[config.mk]
export PLATFORM = sky130hd
export DESIGN_NAME = hcen_perm
export DESIGN_NICKNAME = d
export VERILOG_FILES = /design/src/rtl/vca_pkg.sv /design/src/rtl/hcen_perm.sv
export SDC_FILE = /design/constraint.sdc
export NUM_CORES = 1
export LEC_CHECK = 0
export BUFFER_PORTS_ARGS = -buffer_cell sky130_fd_sc_hd__buf_2
export CAP_MARGIN = 20
export CORE_AREA = 2 2 39 41
export DETAILED_ROUTE_END_ITERATION = 8
export DIE_AREA = 0 0 41 43
export PLACE_DENSITY_LB_ADDON = 0.3
export SYNTH_ARGS = -nofsm -noshare
export SYNTH_HDL_FRONTEND = slang
export SYNTH_SLANG_ARGS = --single-unit
[constraint.sdc]
create_clock -name vclk -period 0.8
set_input_delay 0 -clock vclk [all_inputs]
set_output_delay 0 -clock vclk [all_outputs]
set_load 0.01 [all_outputs]
[src/rtl/vca_pkg.sv]
// Shared types and constants of the virtualized counter access checker.
// Assumes a 12-bit CSR address space and a 32-entry counter window.
package vca_pkg;
    typedef enum logic [1:0] {
        PRIV_U = 2'b00,
        PRIV_S = 2'b01,
        PRIV_R = 2'b10,
        PRIV_M = 2'b11
    } priv_e;

    typedef enum logic [1:0] {
        TGT_NONE = 2'd0,
        TGT_CTR  = 2'd1,
        TGT_TCMP = 2'd2
    } tgt_e;

    typedef struct packed {
        logic allow;
        logic illegal;
        logic virt;
    } verdict_t;

    localparam logic [11:0] HCEN_ADDR    = 12'h606;
    localparam logic [11:0] CTR_BASE     = 12'hC00;
    localparam logic [11:0] CTR_HI_BASE  = 12'hC80;
    localparam logic [11:0] TCMP_ADDR    = 12'h24D;
    localparam logic [11:0] TCMP_HI_ADDR = 12'h25D;
    localparam int          TM_BIT       = 1;
endpackage

[src/rtl/hcen_perm.sv]
// Permission evaluator. Combines machine, hypervisor and supervisor enable
// bits with mode and V into one verdict. Assumes the enable bits have already
// been selected by the decoder's index. clk/rst_n serve the assertions only.
module hcen_perm
    import vca_pkg::*;
(
    input  logic     clk,
    input  logic     rst_n,
    input  logic     valid,
    input  tgt_e     tgt,
    input  priv_e    mode,
    input  logic     virt,
    input  logic     m_bit,
    input  logic     s_bit,
    input  logic     h_bit,
    input  logic     sstc_en,
    output verdict_t verdict
);
    localparam verdict_t V_NONE = '{allow: 1'b0, illegal: 1'b0, virt: 1'b0};
    localparam verdict_t V_OK   = '{allow: 1'b1, illegal: 1'b0, virt: 1'b0};
    localparam verdict_t V_ILL  = '{allow: 1'b0, illegal: 1'b1, virt: 1'b0};
    localparam verdict_t V_VIRT = '{allow: 1'b0, illegal: 1'b0, virt: 1'b1};

    logic is_m, is_s;
    assign is_m = (mode == PRIV_M);
    assign is_s = (mode == PRIV_S);

    // Apply machine, then hypervisor, then supervisor gating.
    always_comb begin
        verdict = V_NONE;
        if (valid) begin
            unique case (tgt)
                TGT_CTR: begin
                    if (is_m)            verdict = V_OK;
                    else if (!m_bit)     verdict = V_ILL;
                    else if (!virt) begin
                        if (is_s || s_bit) verdict = V_OK;
                        else               verdict = V_ILL;
                    end
                    else if (!h_bit)     verdict = V_VIRT;
                    else if (is_s || s_bit) verdict = V_OK;
                    else                 verdict = V_VIRT;
                end
                TGT_TCMP: begin
                    if (!sstc_en)        verdict = V_ILL;
                    else if (is_m)       verdict = V_OK;
                    else if (!virt)      verdict = is_s ? V_OK : V_ILL;
                    else if (!is_s)      verdict = V_VIRT;
                    else if (!m_bit)     verdict = V_ILL;
                    else if (!h_bit)     verdict = V_VIRT;
                    else                 verdict = V_OK;
                end
                default:                 verdict = V_NONE;
            endcase
        end
    end

    // never more than one verdict at a time
    a_r9_one_verdict: assert property (@(posedge clk) disable iff (!rst_n)
        $onehot0({verdict.allow, verdict.illegal, verdict.virt}));
    // machine mode is always allowed on a covered target
    a_r4_m_allows: assert property (@(posedge clk) disable iff (!rst_n)
        (valid && is_m && tgt == TGT_CTR) |-> verdict.allow);
    // machine enable clear below M gives illegal-instruction
    a_r5_m_clear_illegal: assert property (@(posedge clk) disable iff (!rst_n)
        (valid && !is_m && tgt == TGT_CTR && !m_bit) |-> verdict.illegal);
    // machine set, hypervisor clear, virtualized gives virtual-instruction
    a_r7_h_clear_virtual: assert property (@(posedge clk) disable iff (!rst_n)
        (valid && !is_m && virt && tgt == TGT_CTR && m_bit && !h_bit) |-> verdict.virt);
endmodule

==> key figures, run 1 <==
Power
  – Power Total: 172 uW
  – Logic pwr share: 100.0%
  – Sequential share of power: 0%
  – Switching pwr: 78.3 uW
  – Switching Share: 45.5%
  – Leak pwr: 0.000173 uW
  – Clk pwr share: 0%
  – P per Cell Area: 452 nW/um^2
  – Worst vdd ir: 0.195 mV
  – Internal: 93.6 uW

Die
  – Starting density of the core: 13.9%
  – Die area: 1760 sq um
  – Ports: 15
  – DIE WIDTH: 41 um
  – Core area: 1380 sq um
  – Chip height: 43 um
  – Std cell rows: 14

Setup path
  – Nature of the critical path endpoint: output port
  – Worst EP arrival: 960 ps
  – Setup Crit Path Kind: input pin to output port
  – Startpoint Class: input pin
  – CP max FO: 4
  – Required time of the critical path: 800 ps

Finish
  – FILL cells: 157
  – Syn-to-layout area delta: 97.4%
  – Multi-input gate area: 220 sq um
  – Reg area: 0 sq um
  – Seq cells: 0
  – CLK BUF: 0
  – Ant. Diodes: 0
  – Share of layout cells above drive strength 1: 60.4%
  – Nets: 64

Clock tree
  – Hold_buf cts: 0

Timing
  – Final Hold Vio Count: 0
  – Setup ws final: -160 ps
  – Slew Viols, Final: 0
  – Worst-Margin Slew: 334 ps
  – Hold WS: 372 ps
  – Setup violators final: 3
  – Tmin final: 960 ps
  – RSZ-0062 raised after global routing: yes
  – Max_slew headroom: 77.7%
  – Fmax: 1.04 GHz
  – Period utilization: 120%

Route
  – WL per Instance: 9.92 um
  – Total wire length: 635 um
  – Vias per inst: 4.33
  – 1st-iter DRT viols: 1
  – DRT Pass-1 Iters: 2
  – DR DRC count: 0
  – Via count: 277
  – Routed Antenna Nets: 0

Yosys
  – Main combinational cell family by area after synthesis: simple AND/OR/NAND/NOR gates
  – Most frequent cell after synthesis: nand2_1
  – Top cell type's share of synthesized area: 13.0%
  – Mux contribution to synthesized area: 0%
  – Synth top area cells: ha_1, a21oi_1, nand2_1
  – Adder-cell area share of the yosys netlist: 13.0%
  – Cells after synthesis: 29
  – Synth Area in Simple Gates: 48.7%
  – Synth Area in XOR/XNOR: 0%
  – Top cells by count, synth: nand2_1, a21oi_1, inv_1
  – Synth Area in Compound Gates: 32.5%
  – Synth unique cells: 18
  – Post-Syn Area per Cell: 6.64 sq um
  – Yosys top cell by area: ha_1
  – Synth Warn #: 0
  – Syn_nets: 43
  – Synth Cell Area: 193 sq um
  – Sequential-to-total area share from yosys stat: 0%

Run status
  – Status: finished with violations
  – Failing checks: setup timing

Placed design
  – RePlAce Congestion: 0.728
  – Buffers on Ports: 13
  – Pre-CTS WS: -223 ps

Global routing
  – Vias in the first global route: 264
  – Initial antenna violation count: 0
  – First-pass GRT wire length: 1.04 mm
  – Largest net degree at the start of global routing: 7
  – GR Overflow Total: 0
  – All-Layer GR Usage: 7.79%

Worst hold path
  – HP Class: input pin to output port

Run
  – Max-cap viol count: 0
-- layer usage --
| metal | track usage [%] | share of wire (%) |
|---|---|---|
| met5 | 0 | 0 |
| met4 | 0 | 0 |
| met3 | 0.524 | 9.4 |
| met2 | 13.1 | 43 |
| met1 | 11.1 | 48 |
-- cells by family after synthesis --
group,after synthesis
AOI/OAI and AO/OA,10
adders and majority gates,2
buffers and inverters,3
and+or+nand+nor,14
-- power by group through the flow --
stage	sequential [uW]	clock, uW	combinational (uW)
global route	0	0	189
detailed placement	0	0	136
floorplan	0	0	68.6
global placement	0	0	136
CTS	0	0	171
finish	0	0	172
-- final cells by class --
class,count,share of cell area [%]
multi-input cells,26,57.9
inverters,3,3.62
well taps,16,5.26
repair buffers,19,33.2
-- critical path, cell delays in order --
cell and delay (ps):
buf_8 100, inv_4 40, ha_4 190, nor2b_4 140, buf_4 120, nand4_1 100, a21oi_2 140, buf_2 130
-- layout by cell type, fill, tap and decap left out, types with 2 or more instances in the layout --
cell type	synthesis	layout
buf_2	0	11
inv_1	3	2
buf_4	0	6
nand3_1	2	2
nand2_1	4	4
nand4_1	2	2
a21oi_1	3	2
-- worst paths after layout --
| path | startpoint | end | slack (ps) | cells after the start |
|---|---|---|---|---|
| setup / recovery | tgt[0] | verdict[2] | -160 | 8 |
| hold / removal | virt | verdict[0] | 370 | 4 |
-- through the flow --
step	util [%]	TNS, ps	std cells	area, sq um
after detailed placement	23.0	-563	61	318
final	27.5	-433	64	380
after floorplan	-	0	29	210
after CTS	27.2	-465	64	377
after global routing	27.5	-672	64	380
after global placement	23.0	-529	61	318
-- repair_timing --
item,in CTS,in global routing
buffers inserted,3,0
cloned,0,0
resized for setup,8,1
pin swaps,4,5
endpoints found under the setup margin,3,3
(Power assumes the default switching activity.)
==> inputs of run 2 (changes only) <==
CELL_PAD_IN_SITES_DETAIL_PLACEMENT = 0   (was not set)
CELL_PAD_IN_SITES_GLOBAL_PLACEMENT = 2   (was not set)
==> run 2 against run 1 <==
Net effect:
- the run still ends with setup timing left
- cell count decreased by 1.6%
- die area stayed put
- sequential share of layout area did not move
- flip-flop and latch count did not move
- non-clock buffer count fell by 1
- routed wire length up 6.8%
- critical path depth fell by 1
- worst hold slack worse by 19 ps
- global-route usage up 0.30 points
- via count up 4.0%
- setup slack gained 3.0 ps
- first-iteration DRC count rose to 5.0 times the previous value
- largest cell class unchanged
- largest power group unchanged
- highest routed layer unchanged
==> key figures, run 2 (synthesized netlist as in run 1, its figures left out) <==
Setup path
  – Worst setup startpoint: tgt[1]
  – Nature of the critical path endpoint: output port
  – Critical-path cell list: buf_8 -> ha_4 -> nor2b_4 -> and2_4 -> a31oi_4 -> a21oi_2 -> buf_2
  – CP Buf/Inv Count: 2 (-2)
  – Critical Path Slowest Stage Cell: ha_4
  – CP max FO: 3 (-1)
  – Required time of the critical path: 800 ps (about the same)
  – Worst EP arrival: 960 ps (about the same)
  – Setup Crit Path Kind: input pin to output port
  – Top delay family on crit path: simple AND/OR/NAND/NOR gates
  – Startpoint Class: input pin
  – Largest stage delay, worst path: 230 ps (+40 ps)

Timing
  – Fmax: 1.05 GHz (+0.32%)
  – Slew Viols, Final: 0 (unchanged)
  – Setup violators final: 3 (unchanged)
  – Final Hold Vio Count: 0 (unchanged)
  – Tmin final: 957 ps (-3.01 ps)
  – Setup TNS: -374 ps (+58.2 ps)
  – Setup ws final: -157 ps (+3.01 ps)
  – Worst-Margin Slew: 359 ps (+25.2 ps)
  – Max_slew headroom: 76.0% (-1.7 points)
  – Period utilization: 120% (-0.38 points)
  – Hold WS: 353 ps (-19.0 ps)
  – RSZ-0062 raised after global routing: yes

Worst hold path
  – Hold Startpoint: virt
  – HP Class: input pin to output port

Global routing
  – First-pass GRT wire length: 1.08 mm (+4.0%)
  – Vias in the first global route: 271 (+2.7%)
  – Largest net degree at the start of global routing: 7 (unchanged)
  – All-Layer GR Usage: 8.09% (+0.30 points)
  – Initial antenna violation count: 0 (unchanged)
  – GR Overflow Total: 0 (unchanged)

Power
  – Logic pwr share: 100.0% (about the same)
  – Internal: 101 uW (+7.6%)
  – Sequential share of power: 0% (unchanged)
  – P per Cell Area: 460 nW/um^2 (+1.7%)
  – Clk pwr share: 0% (unchanged)
  – Switching Share: 46.3% (+0.76 points)
  – Leak pwr: 0.000175 uW (+1.4%)
  – Worst vdd ir: 0.206 mV (+5.6%)
  – Switching pwr: 86.8 uW (+11%)

Run
  – Max-cap viol count: 0 (unchanged)

Placed design
  – Buffers on Ports: 13 (unchanged)
  – RePlAce Congestion: 0.703 (-3.4%)
  – Cell count after placement: 61 (unchanged)
  – Detailed placement HPWL: 538 um
  – Pre-CTS WS: -231 ps (-8.31 ps)

Route
  – Total wire length: 678 um (+6.8%)
  – Routed Antenna Nets: 0 (unchanged)
  – WL per Instance: 10.8 um (+8.5%)
  – DRT Pass-1 Iters: 4 (+2)
  – DR DRC count: 0 (unchanged)
  – 1st-iter DRT viols: 5 (+4)
  – Vias per inst: 4.57 (+5.6%)
  – Via count: 288 (+4.0%)

Finish
  – Share of layout cells above drive strength 1: 66.0% (+5.5 points)
  – Post-layout util: 29.5% (+2.0 points)
  – Most common cell after layout, fill and taps aside: buf_2
  – Post-route insts no fill: 63 (-1.6%)
  – Seq cells: 0 (unchanged)
  – Ant. Diodes: 0 (unchanged)
  – Syn-to-layout area delta: 112%
  – CLK BUF: 0 (unchanged)
  – Most frequent cells in the layout: buf_2, nand2_1, buf_4
  – Nets: 63 (-1.6%)
  – Reg area: 0 sq um (unchanged)

Die
  – Starting density of the core: 13.9% (unchanged)
  – Ports: 15 (unchanged)
  – Core area: 1380 sq um (unchanged)
  – Chip height: 43 um (unchanged)
  – DIE WIDTH: 41 um (unchanged)
  – Die area: 1760 sq um (unchanged)
  – Std cell rows: 14 (unchanged)

Run status
  – Status: finished with violations
  – Failing checks: setup timing

Clock tree
  – Hold_buf cts: 0 (unchanged)
run 2: changes by cell type in the layout (fill, tap and decap cells not counted), sizes merged:
| cell | before | now |
|---|---|---|
| buf | 19 | 18 |
run 2: layout make-up:
type               count  area [sq um]
inverters              3          13.8
repair buffers        18           130
fillers              150           976
well taps             16          20.0
multi-input cells     26           244
run 2: worst paths after layout:
kind	slack, ps	cells past startpoint	end
setup / recovery	-160	7	verdict[2]
hold / removal	350	4	verdict[0]
run 2: what timing repair did:
item,in CTS,in global routing
gates resized for setup,14,2
endpoints found under the hold margin,0,0
pin swaps,6,3
endpoints found under the setup margin,3,3
setup buffers,2,0
run 2: metal layers:
metal  GRT usage (%)  wire length (um)  vias to the layer above
li1                -                 -                      145
met1            10.8               274                      132
met2            14.7               361                       11
met3               0                42                        0
met4               0                 0                        0
met5               0                 0                        -
run 2: power groups by stage:
stage                     registers, uW  clock network, uW  logic (uW)
final                                 0                  0         187
after global routing                  0                  0         205
after CTS                             0                  0         179
after detailed placement              0                  0         137
after global placement                0                  0         134
after floorplan                       0                  0        68.6
run 2: stage by stage:
step                      area, sq um  total power [uW]
after floorplan                   210              68.6
after global placement            318               134
after detailed placement          318               137
after CTS                         394               179
after global routing              408               205
final                             408               187
